### src/rtl/spu_pkg.sv
package spu_pkg;
  localparam int DW       = 8;
  localparam int NCOEF    = 12;
  localparam int NREG     = NCOEF + 4;
  localparam int R_AMP    = NCOEF;
  localparam int R_PITCH  = NCOEF + 1;
  localparam int R_AD     = NCOEF + 2;
  localparam int R_PD     = NCOEF + 3;
  localparam int IDX_W    = $clog2(NREG);
  localparam logic [DW-1:0] SILENT_PITCH = DW'(64);

  typedef enum logic [2:0] {
    OP_PAUSE     = 3'd0,
    OP_LOAD_PA   = 3'd1,
    OP_LOAD_ALL  = 3'd2,
    OP_LOAD_PART = 3'd3,
    OP_SET_MSB   = 3'd4,
    OP_DELTA     = 3'd5
  } op_e;

  typedef enum logic [1:0] {K_LOAD, K_UNS, K_MSB, K_DELTA} kind_e;

  typedef struct packed {
    logic [IDX_W-1:0] dst;
    logic [3:0]       width;
    kind_e            kind;
    logic [2:0]       shift;
    logic             last;
  } fld_desc_t;

  function automatic fld_desc_t mk(int dst, int w, kind_e k, int sh, logic last);
    fld_desc_t d;
    d.dst   = IDX_W'(dst);
    d.width = 4'(w);
    d.kind  = k;
    d.shift = 3'(sh);
    d.last  = last;
    return d;
  endfunction

  // field layout for each opcode, indexed by step
  function automatic fld_desc_t layout(logic [2:0] op, logic ext, logic [3:0] step);
    fld_desc_t d;
    d = mk(R_AMP, DW, K_LOAD, 0, 1'b1);
    case (op)
      OP_LOAD_PA:
        d = (step == 4'd0) ? mk(R_AMP, DW, K_LOAD, 0, 1'b0) : mk(R_PITCH, DW, K_LOAD, 0, 1'b1);
      OP_LOAD_ALL:
        if (step == 4'd0)       d = mk(R_AMP, DW, K_LOAD, 0, 1'b0);
        else if (step == 4'd1)  d = mk(R_PITCH, DW, K_LOAD, 0, 1'b0);
        else if (step <= 4'd13) d = mk(int'(step) - 2, DW, K_LOAD, 0, !ext && step == 4'd13);
        else if (step == 4'd14) d = mk(R_AD, DW, K_LOAD, 0, 1'b0);
        else                    d = mk(R_PD, DW, K_LOAD, 0, 1'b1);
      OP_LOAD_PART:
        case (step)
          4'd0:    d = mk(R_AMP, DW, K_LOAD, 0, 1'b0);
          4'd1:    d = mk(R_PITCH, DW, K_LOAD, 0, 1'b0);
          4'd2:    d = mk(4, 3, K_UNS, 0, 1'b0);
          4'd3:    d = mk(5, 5, K_LOAD, 0, 1'b0);
          4'd4:    d = mk(6, 4, K_UNS, 0, 1'b0);
          default: d = mk(7, 6, K_LOAD, 0, 1'b1);
        endcase
      OP_SET_MSB:
        case (step)
          4'd0:    d = mk(R_AMP, DW, K_LOAD, 0, 1'b0);
          4'd1:    d = mk(7, 6, K_MSB, 0, 1'b0);
          4'd2:    d = mk(9, 6, K_MSB, 0, !ext);
          default: d = mk(11, DW, K_MSB, 0, 1'b1);
        endcase
      OP_DELTA:
        case (step)
          4'd0:    d = mk(R_AMP, 4, K_DELTA, 0, 1'b0);
          4'd1:    d = mk(R_PITCH, 5, K_DELTA, 0, 1'b0);
          4'd2:    d = mk(8, 4, K_DELTA, 2, 1'b0);
          default: d = mk(9, 4, K_DELTA, 2, 1'b1);
        endcase
      default: d = mk(R_AMP, DW, K_LOAD, 0, 1'b1);
    endcase
    return d;
  endfunction
endpackage

### src/rtl/spu_field_place.sv
module spu_field_place
  import spu_pkg::*;
(
  input  logic [DW-1:0] old_i,
  input  logic [DW-1:0] fld_i,
  input  logic [3:0]    width_i,
  input  kind_e         kind_i,
  input  logic [2:0]    shift_i,
  output logic [DW-1:0] new_o
);
  logic [DW-1:0] low_mask, hi_mask, fv, sx;
  logic          sign;

  always_comb begin
    low_mask = {DW{1'b1}} >> (4'(DW) - width_i);
    hi_mask  = ~({DW{1'b1}} >> width_i);
    fv       = fld_i & low_mask;
    sign     = (fv & ~(low_mask >> 1)) != '0;
    sx       = sign ? (fv | ~low_mask) : fv;
    unique case (kind_i)
      K_LOAD:  new_o = fv << (4'(DW) - width_i);
      K_UNS:   new_o = fv << (4'(DW - 1) - width_i);
      K_MSB:   new_o = (old_i & ~hi_mask) | (fv << (4'(DW) - width_i));
      default: new_o = old_i + (sx << shift_i);  // blind add, wraps
    endcase
  end
endmodule

### src/rtl/spu_seq.sv
module spu_seq
  import spu_pkg::*;
(
  input  logic       clk_i,
  input  logic       rst_ni,
  input  logic       extra_i,
  input  logic       ins_valid_i,
  input  logic [2:0] ins_op_i,
  input  logic [3:0] ins_rpt_i,
  input  logic       fld_valid_i,
  output logic       ins_ready_o,
  output logic       fld_req_o,
  output logic [3:0] fld_width_o,
  output logic       start_o,
  output logic       pause_o,
  output logic       apply_o,
  output logic       commit_o,
  output fld_desc_t  desc_o,
  output logic [2:0] op_o,
  output logic       ext_o,
  output logic [3:0] rpt_o
);
  logic       busy_q, ext_q;
  logic [2:0] op_q;
  logic [3:0] step_q, rpt_q;
  logic       take, noop;

  assign take        = ins_valid_i && !busy_q;
  assign noop        = (ins_rpt_i == 4'd0) || (ins_op_i > OP_DELTA);
  assign pause_o     = take && !noop && ins_op_i == OP_PAUSE;
  assign start_o     = take && !noop && ins_op_i != OP_PAUSE;
  assign desc_o      = layout(op_q, ext_q, step_q);
  assign ins_ready_o = !busy_q;
  assign fld_req_o   = busy_q;
  assign fld_width_o = busy_q ? desc_o.width : 4'd0;
  assign apply_o     = busy_q && fld_valid_i;
  assign commit_o    = apply_o && desc_o.last;
  assign op_o        = op_q;
  assign ext_o       = ext_q;
  assign rpt_o       = busy_q ? rpt_q : ins_rpt_i;

  always_ff @(posedge clk_i or negedge rst_ni) begin
    if (!rst_ni) begin
      busy_q <= 1'b0;
      ext_q  <= 1'b0;
      op_q   <= '0;
      step_q <= '0;
      rpt_q  <= '0;
    end else if (start_o) begin
      busy_q <= 1'b1;
      ext_q  <= extra_i;
      op_q   <= ins_op_i;
      step_q <= '0;
      rpt_q  <= ins_rpt_i;
    end else if (apply_o) begin
      step_q <= step_q + 4'd1;
      if (commit_o) busy_q <= 1'b0;
    end
  end

  p_width_r2: assert property (@(posedge clk_i) disable iff (!rst_ni)
    fld_req_o |-> (fld_width_o != 4'd0 && fld_width_o <= 4'(DW)));
endmodule

### src/rtl/spu_param_regs.sv
module spu_param_regs
  import spu_pkg::*;
(
  input  logic              clk_i,
  input  logic              rst_ni,
  input  logic              extra_i,
  input  logic              ins_valid_i,
  input  logic [2:0]        ins_op_i,
  input  logic [3:0]        ins_rpt_i,
  output logic              ins_ready_o,
  output logic              fld_req_o,
  output logic [3:0]        fld_width_o,
  input  logic              fld_valid_i,
  input  logic [DW-1:0]     fld_data_i,
  input  logic              period_tick_i,
  output logic [DW-1:0]     amp_o,
  output logic [DW-1:0]     pitch_o,
  output logic [NCOEF*DW-1:0] coef_o,
  output logic              noise_o,
  output logic [3:0]        rpt_o,
  output logic              upd_valid_o
);
  logic [DW-1:0] regs_q [NREG];
  logic [DW-1:0] sh_q   [NREG];
  logic [DW-1:0] sh_next[NREG];
  logic [DW-1:0] start_val [NREG];
  logic [DW-1:0] commit_val[NREG];
  logic [DW-1:0] placed;
  logic [3:0]    rpt_q, seq_rpt;
  logic          upd_q;
  logic          start, pause, apply, commit, ext;
  logic [2:0]    op;
  fld_desc_t     desc;

  spu_seq u_seq (
    .clk_i, .rst_ni, .extra_i, .ins_valid_i, .ins_op_i, .ins_rpt_i, .fld_valid_i,
    .ins_ready_o, .fld_req_o, .fld_width_o,
    .start_o(start), .pause_o(pause), .apply_o(apply), .commit_o(commit),
    .desc_o(desc), .op_o(op), .ext_o(ext), .rpt_o(seq_rpt)
  );

  spu_field_place u_place (
    .old_i(sh_q[desc.dst]), .fld_i(fld_data_i), .width_i(desc.width),
    .kind_i(desc.kind), .shift_i(desc.shift), .new_o(placed)
  );

  for (genvar i = 0; i < NREG; i++) begin : g_reg
    assign sh_next[i] = (apply && desc.dst == IDX_W'(i)) ? placed : sh_q[i];
    if (i < NCOEF) begin : g_coef
      assign start_val[i] = (ins_op_i == OP_LOAD_PART) ? '0 : regs_q[i];
      assign coef_o[i*DW +: DW] = regs_q[i];
    end else if (i == R_AD || i == R_PD) begin : g_delta
      assign start_val[i] = '0;
    end else begin : g_ap
      assign start_val[i] = regs_q[i];
    end
    if (i >= NCOEF - 2 && i < NCOEF) begin : g_b5f5
      assign commit_val[i] = (op == OP_SET_MSB && !ext) ? '0 : sh_next[i];
    end else begin : g_plain
      assign commit_val[i] = sh_next[i];
    end
  end

  always_ff @(posedge clk_i or negedge rst_ni) begin
    if (!rst_ni) begin
      for (int i = 0; i < NREG; i++) sh_q[i] <= '0;
    end else if (start) begin
      for (int i = 0; i < NREG; i++) sh_q[i] <= start_val[i];
    end else if (apply) begin
      for (int i = 0; i < NREG; i++) sh_q[i] <= sh_next[i];
    end
  end

  always_ff @(posedge clk_i or negedge rst_ni) begin
    if (!rst_ni) begin
      for (int i = 0; i < NREG; i++) regs_q[i] <= '0;
      regs_q[R_PITCH] <= SILENT_PITCH;
      rpt_q <= '0;
      upd_q <= 1'b0;
    end else begin
      upd_q <= pause || commit;
      if (pause) begin
        for (int i = 0; i < NREG; i++) regs_q[i] <= '0;
        regs_q[R_PITCH] <= SILENT_PITCH;
        rpt_q <= seq_rpt;
      end else if (commit) begin
        for (int i = 0; i < NREG; i++) regs_q[i] <= commit_val[i];
        rpt_q <= seq_rpt;
      end else if (period_tick_i && extra_i) begin
        regs_q[R_AMP]   <= regs_q[R_AMP] + regs_q[R_AD];
        regs_q[R_PITCH] <= regs_q[R_PITCH] + regs_q[R_PD];
      end
    end
  end

  assign amp_o       = regs_q[R_AMP];
  assign pitch_o     = regs_q[R_PITCH];
  assign noise_o     = regs_q[R_PITCH] == '0;
  assign rpt_o       = rpt_q;
  assign upd_valid_o = upd_q;

  p_pause_r9: assert property (@(posedge clk_i) disable iff (!rst_ni)
    (ins_valid_i && ins_ready_o && ins_op_i == OP_PAUSE && ins_rpt_i != 4'd0)
    |=> (amp_o == '0 && pitch_o == SILENT_PITCH && coef_o == '0 && upd_valid_o));

  p_noop_r12: assert property (@(posedge clk_i) disable iff (!rst_ni)
    (ins_valid_i && ins_ready_o && (ins_rpt_i == 4'd0 || ins_op_i > OP_DELTA) && !period_tick_i)
    |=> ($stable(amp_o) && $stable(pitch_o) && $stable(coef_o) && !upd_valid_o && ins_ready_o));

  p_hold_r13: assert property (@(posedge clk_i) disable iff (!rst_ni)
    (fld_req_o && !fld_valid_i && !period_tick_i)
    |=> ($stable(amp_o) && $stable(pitch_o) && $stable(coef_o) && !upd_valid_o));

  p_tick_off_r11: assert property (@(posedge clk_i) disable iff (!rst_ni)
    (period_tick_i && !extra_i && ins_ready_o && !ins_valid_i)
    |=> ($stable(amp_o) && $stable(pitch_o)));
endmodule

### config.mk
export PLATFORM = sky130hd
export DESIGN_NAME = spu_param_regs
export DESIGN_NICKNAME = d
export VERILOG_FILES = /design/src/rtl/spu_pkg.sv /design/src/rtl/spu_field_place.sv /design/src/rtl/spu_seq.sv /design/src/rtl/spu_param_regs.sv
export SDC_FILE = /design/constraint.sdc
export NUM_CORES = 1
export LEC_CHECK = 0
export BUFFER_PORTS_ARGS = -buffer_cell sky130_fd_sc_hd__buf_2
export CAP_MARGIN = 20
export CELL_PAD_IN_SITES_DETAIL_PLACEMENT = 2
export CELL_PAD_IN_SITES_GLOBAL_PLACEMENT = 2
export CORE_ASPECT_RATIO = 0.9
export CORE_MARGIN = 1.5
export CORE_UTILIZATION = 41
export CTS_BUF_LIST = sky130_fd_sc_hd__clkbuf_2
export CTS_CLUSTER_DIAMETER = 200
export CTS_CLUSTER_SIZE = 20
export DETAILED_ROUTE_END_ITERATION = 16
export PLACE_DENSITY = 0.89
export SLEW_MARGIN = 5
export SYNTH_ARGS = -nofsm -noshare
export SYNTH_HDL_FRONTEND = slang
export SYNTH_SLANG_ARGS = --single-unit
### constraint.sdc
create_clock -name clk_i -period 18.06 [get_ports clk_i]
set_input_delay 3.612 -clock clk_i [delete_from_list [all_inputs] [get_ports clk_i]]
set_output_delay 3.612 -clock clk_i [all_outputs]
set_load 0.01 [all_outputs]
==> results of run 1 <==
[sequential cells by signal, summed over array words and instances (netlist names)]
name	flops
amp_o	8
coef_o	96
pitch_o	8
regs_q	16
rpt_o	4
sh_q	128
u_seq.ext_o	1
u_seq.fld_req_o	1
u_seq.op_o	3
u_seq.rpt_q	4
u_seq.step_q	4
upd_valid_o	1
[layer usage]
layer  global-route usage [%]  share of wire, %
met2                    53.75                47
met5                        0                 0
met3                    4.642               6.8
met1                    43.61                42
met4                    12.50               3.9
[stage by stage]
stage	util, %	setup WS [ps]	cells
after floorplan	-	11210	1936
after global placement	42.06	10550	2387
after detailed placement	42.08	10270	2388
after CTS	42.39	10290	2412
after global routing	42.44	9679	2414
final	42.44	10240	2414
[worst min path at each step]
stage          slack (ps)              to
2_1_floorplan         450  u_seq.rpt_q[0]
3_3_place_gp          460  u_seq.rpt_q[2]
3_5_place_dp          470        rpt_o[1]
4_1_cts               530        rpt_o[1]
5_1_grt               560  u_seq.rpt_q[1]
6_report              520        rpt_o[1]
[cells in the mapped netlist, drive strengths merged (4+ instances only)]
cell type  number
o311ai          5
o21ai         207
o22ai           4
or3             4
o221ai          5
o31ai          19
a32oi          72
a21o           12
and2            4
o21a           10
a21boi         10
nor2          105
nor3b           7
xor2            8
a221oi         17
a311oi         14
xnor2          14
ha             32
and3           26
nor3           33
mux2i          25
clkbuf        108
dfrtp         273
inv            24
nor4            8
or2             4
o211ai         35
nand2         276
buf           150
a31oi          26
o31a            6
o41ai           4
o21bai          7
nor2b           9
nand3         114
a2bb2oi        16
a211oi         20
a21oi         112
nand2b          6
a2111oi         7
a2111o          4
a22oi          52
[power by group]
group / internal [µW] / switching, µW
sequential: 834 / 253
clock: 32.5 / 207
combinational: 783 / 1860
[worst max-delay path, stage by stage, from the launching register on]
cell and delay [ps]:
dfrtp_1 570, inv_1 190, ha_1 450, or2_2 230, nand2_1 110, o22ai_1 700, inv_1 320, ha_1 610
clkinv_1 430, a21boi_0 610, a21oi_1 170, a21oi_1 320, a21oi_1 160, nor3_1 320, ha_1 310, a21o_1 180
a21oi_1 240, nor2b_1 90, o21a_1 200, o41a_1 330, xnor2_1 200, xnor2_1 150, a22o_1 160, buf_4 390
a22oi_1 170
[layout make-up]
class                           instances  area (µm²)  share of cell area, %
Tap cell                              540       675.6                  3.926
Inverter                               25       93.84                 0.5453
Clock buffer                           22       110.1                 0.6398
Sequential cell                       274        6858                  39.85
Multi-Input combinational cell       1379        8499                  49.39
Clock inverter                          2       12.51                0.07270
Antenna cell                            1       2.502                0.01454
Timing Repair Buffer                  171       958.4                  5.569
[kinds of logic after synthesis]
family                   Yosys count  synth area share [%]
AO/OA/AOI/OAI                    684                 27.91
XOR/XNOR                          22                 1.144
adder cells (fa/ha/maj)           35                 2.734
buffers and inverters            283                 9.264
flip-flops                       274                 40.72
multiplexers                      29                 1.887
AND/OR/NAND/NOR                  609                 16.34
==> flow_summary.json, run 1 <==
{
  "status": "finished clean",
  "async_reset_ff_share_pct": 100.0,
  "final_cell_mix": "275 x nand2_1, 273 x dfrtp_1, 165 x o21ai_0",
  "path_class": "reg -> reg",
  "avgRoutedWirePerCell_um": 28.95,
  "critPathLaunchType": "flop",
  "hold_path.class": "reg -> reg",
  "syn_nets": 1992,
  "tightest_slew_ps": 1105,
  "drt_iter0_markers": 1489,
  "clk_pin_slew_worst_paths_ps": 390,
  "cts_made_buffers": 17,
  "fillers": 4505,
  "yosys_most_used_dff": "dfrtp_1",
  "synth_seq_cells": 274,
  "setup_violations": 0,
  "clock_latency_ps": 950,
  "ctsHtreeMaxLevel": 1,
  "first_global_vias": 17160,
  "total_power_uw": 3974,
  "end_kind": "flop",
  "fin_worst_skew_ps": 75.07,
  "wl_um": 69880,
  "p_leak_uw": 0.007480,
  "ys_types": 91,
  "post-cts-setup-buffers": 0,
  "initial_core_util_pct": 41.53,
  "vias": 16150,
  "yosysSeqAreaShare_pct": 40.72,
  "nNetsFinal": 1924,
  "cts_hold_buf": 0,
  "regToRegStartpoint": "u_seq.step_q[1]",
  "ant_nets": 0,
  "place_congestion": 0.9285,
  "antenna_found_initial": 1,
  "die_w_um": 216.6,
  "min_from": "rpt_o[1]",
  "period_share_pct": 43.29,
  "ctsResizeCount": 0,
  "grt_overflow": 0,
  "cts-root-buf": "clkbuf_2",
  "drc": 0,
  "maxSlewHeadroom_pct": 26.36,
  "grt_max_degree": 149,
  "fp.dieH_um": 195.3,
  "hold_viol": 0,
  "worstRegToRegCells": 24,
  "syn_area_per_cell_um2": 8.699,
  "grt_pass1_wl_um": 107200,
  "dp_hpwl_um": 48480,
  "final_max_slew_viol_count": 0,
  "cp.arrival_ps": 8620,
  "grt_usage_pct": 32.68,
  "post_route_cells_drive_above_1_share_pct": 13.51,
  "port_buffers": 144,
  "synth_edf_count": 0,
  "dr.pass1.iters": 6,
  "final_common_cell": "nand2_1",
  "ys_warn_count": 0,
  "cts_tree": "yes",
  "area_growth_pct": 2.192,
  "die_area_um2": 42300,
  "maxCapViolCount": 0,
  "final_cell_area_um2": 17210,
  "num_rows": 70,
  "crit_required_ps": 18860,
  "fin_crit_ps": 7818,
  "synthTopCellsByArea": "dfrtp_1 41%, nand2_1 6.2%, buf_4 5.1%",
  "clock_sinks": 274,
  "netlist.area_leader.share_pct": 40.56,
  "synth.cell_area_um2": 16840,
  "postSynthCellCount": 1936,
  "postPlaceCellArea_um2": 17070,
  "ff2ff_setup_slack_ps": 10240,
  "cp_max_fo": 32,
  "vias_per_cell": 6.692,
  "hold_depth": 2,
  "power_density_nw_per_um2": 230.9,
  "crit_end": "sh_q[79]",
  "fin_tns_setup_ps": 0,
  "coreArea_um2": 40550,
  "vdd_drop_max_v": 0.0001460,
  "hold_slack_ps": 524.3,
  "fmax_mhz": 127.9,
  "yosysTopAreaCell": "dfrtp_1",
  "crit_start": "u_seq.step_q[1]",
  "io_pins": 145,
  "r2r-end": "sh_q[79]",
  "rsz0062_at_grt": "no",
  "clock_path_buffers": 3
}
No activity file was read; power rests on OpenSTA's default activity.
==> run 2, diff against run 1 <==
- ABC_AREA: not set -> 1
- CORE_UTILIZATION: 41 -> 36
- PLACE_DENSITY: 0.89 -> 0.85
- clock period: 18.06 -> 7.4 ns (I/O delays scaled with it)
==> run 2 against run 1 <==
  * Cell area fell by 1.6%
  * Cell count rose by 18%
  * Die area rose by 10%
  * Maximum frequency rose by 15%
  * Utilization fell by 4.4 points
  * Clock skew rose by 83 ps
  * Hold slack got worse by 140 ps
  * Worst setup slack got worse by 9600 ps
  * Clock-buffer cell count rose by 2
  * Via count fell by 4.1%
  * Sequential share of layout area rose by 0.63 points
==> flow_summary.json, run 2 <==
{
  "cp.arrival_ps": 7680,
  "final_max_slew_viol_count": 0,
  "cp_max_fo": 14,
  "antenna_found_initial": 2,
  "drt_iter0_markers": 1049,
  "hold_path.class": "in -> async",
  "postSynthCellCount": 2243,
  "worst_path_most_repeated_cell": "nand2_1",
  "drc": 0,
  "max_flop_register": "sh_q",
  "largest_register_ffs": 128,
  "fmax_mhz": 146.9,
  "fillers": 5347,
  "cts_hold_buf": 0,
  "dr.pass1.iters": 5,
  "ys_types": 54,
  "synth.cell_area_um2": 16320,
  "setup_violations": 0,
  "synth_seq_cells": 274,
  "max_stage_delay_ps": 630,
  "end_kind": "flop",
  "ctsResizeCount": 0,
  "vias_per_cell": 5.453,
  "synthTopCellsByCount": "746 x nand2_1, 273 x dfrtp_1, 199 x nand3_1",
  "coreArea_um2": 44480,
  "yosysSeqAreaShare_pct": 42.01,
  "grt_max_degree": 176,
  "clk_pin_slew_worst_paths_ps": 440,
  "status": "finished clean",
  "fin_worst_skew_ps": 157.9,
  "rsz0062_at_grt": "no",
  "grt_usage_pct": 28.68,
  "fin_crit_ps": 6808,
  "fin_tns_setup_ps": 0,
  "clock_path_buffers": 3,
  "syn_nets": 2299,
  "netlist.area_leader.share_pct": 41.85,
  "area_growth_pct": 3.794,
  "post_route_cells_drive_above_1_share_pct": 12.67,
  "cts_tree": "yes",
  "clock_sinks": 274,
  "fp.dieH_um": 205.0,
  "yosysTopAreaCell": "dfrtp_1",
  "num_rows": 73,
  "maxSlewHeadroom_pct": 29.11,
  "maxCapViolCount": 0,
  "nNetsFinal": 2290,
  "synthTopCellsByArea": "dfrtp_1 42%, nand2_1 17%, nand3_1 6.1%",
  "synth_edf_count": 0,
  "io_pins": 145,
  "cts_made_buffers": 17,
  "wl_um": 66100,
  "hold_viol": 0,
  "initial_core_util_pct": 36.70,
  "dp_hpwl_um": 47970,
  "tightest_slew_ps": 1063,
  "ant_nets": 0,
  "async_reset_ff_share_pct": 100.0,
  "crit_required_ps": 8270,
  "die_area_um2": 46630,
  "post-cts-setup-buffers": 0,
  "final_cell_mix": "746 x nand2_1, 273 x dfrtp_1, 199 x nand3_1",
  "yosys_most_used_dff": "dfrtp_1",
  "cts-root-buf": "clkbuf_2",
  "critPathSlowestCell": "nand2_1",
  "critPathBufInv": 4,
  "place_congestion": 0.8589,
  "avgRoutedWirePerCell_um": 23.26,
  "critPathLaunchType": "flop",
  "grt_overflow": 0,
  "syn_area_per_cell_um2": 7.277,
  "ctsHtreeMaxLevel": 1,
  "clock_latency_ps": 1050,
  "synth_most_common_cell": "nand2_1",
  "grt_pass1_wl_um": 101600,
  "final_common_cell": "nand2_1",
  "critPathTopFamily": "simple AND/OR/NAND/NOR gates",
  "path_class": "reg -> reg",
  "port_buffers": 144,
  "ys_warn_count": 0,
  "first_global_vias": 16940,
  "period_share_pct": 92.00,
  "die_w_um": 227.5,
  "vias": 15500
}
## run 2: worst paths after layout
kind	from	end	slack, ps	depth (start not counted)
min in group clk_i	coef_o[83]	sh_q[43]	520	2
worst min register to register	coef_o[83]	sh_q[43]	520	2
worst max register to register	u_seq.step_q[1]	sh_q[117]	590	30
worst min-delay path	rst_ni	amp_o[1]	390	1
worst max-delay path	u_seq.step_q[1]	sh_q[117]	590	30
max in group asynchronous	rst_ni	sh_q[113]	5300	2
## run 2: cell families after synthesis
| logic type | count (synthesis) | synth area share [%] |
|---|---|---|
| fa+ha+maj | 35 | 2.821 |
| compound gates | 332 | 11.44 |
| xor+xnor | 15 | 0.8049 |
| flops | 274 | 42.01 |
| simple gates | 1174 | 30.37 |
| buf+inv | 413 | 12.56 |
## run 2: area by class of cell
type                       count  area (µm²)  share of cell area [%]
multi-input combinational   1556        7433                   43.87
sequential                   274        6858                   40.48
timing repair buffer         166       937.1                   5.531
inverter                     219       828.3                   4.889
tap                          600       750.7                   4.431
clock buffer                  24       120.1                  0.7090
clock inverter                 2       12.51                 0.07385
antenna                        1       2.502                 0.01477
## run 2: stage by stage
| stage | area [µm²] | setup slack, ps | hold slack (ps) | utilization [%] | std cells |
|---|---|---|---|---|---|
| 3_5_place_dp | 16780 | 805.1 | 486.8 | 37.71 | 2813 |
| 4_1_cts | 16910 | 717.4 | 377.4 | 38.01 | 2839 |
| 5_1_grt | 16940 | 61.11 | 423.8 | 38.09 | 2842 |
| 3_3_place_gp | 16780 | 1218 | 471.3 | 37.71 | 2813 |
| 2_1_floorplan | 16320 | 2419 | 452.9 | - | 2243 |
| 6_report | 16940 | 591.8 | 388.8 | 38.09 | 2842 |
## run 2: layer usage
metal  vias up  wire [µm]  track usage (%)
li1       7052          -                -
met1      7988      31300            40.47
met2       358      30280            45.74
met3        99       2847            4.002
met4         0       1668            7.994
met5         -          0                0
## run 2: worst register-to-register path: cells and delay by family (launching register included)
| kind | cells | cell delay [ps] |
|---|---|---|
| adder cells (fa/ha/maj) | 3 | 1230 |
| buffers and inverters | 4 | 690 |
| flip-flops | 1 | 530 |
| AND/OR/NAND/NOR | 16 | 2740 |
| AO/OA/AOI/OAI | 7 | 1550 |
Power of run 2 is left out: the tool's default activity adds up to more than one toggle a clock period on the data nets, which glitch-free logic cannot reach.
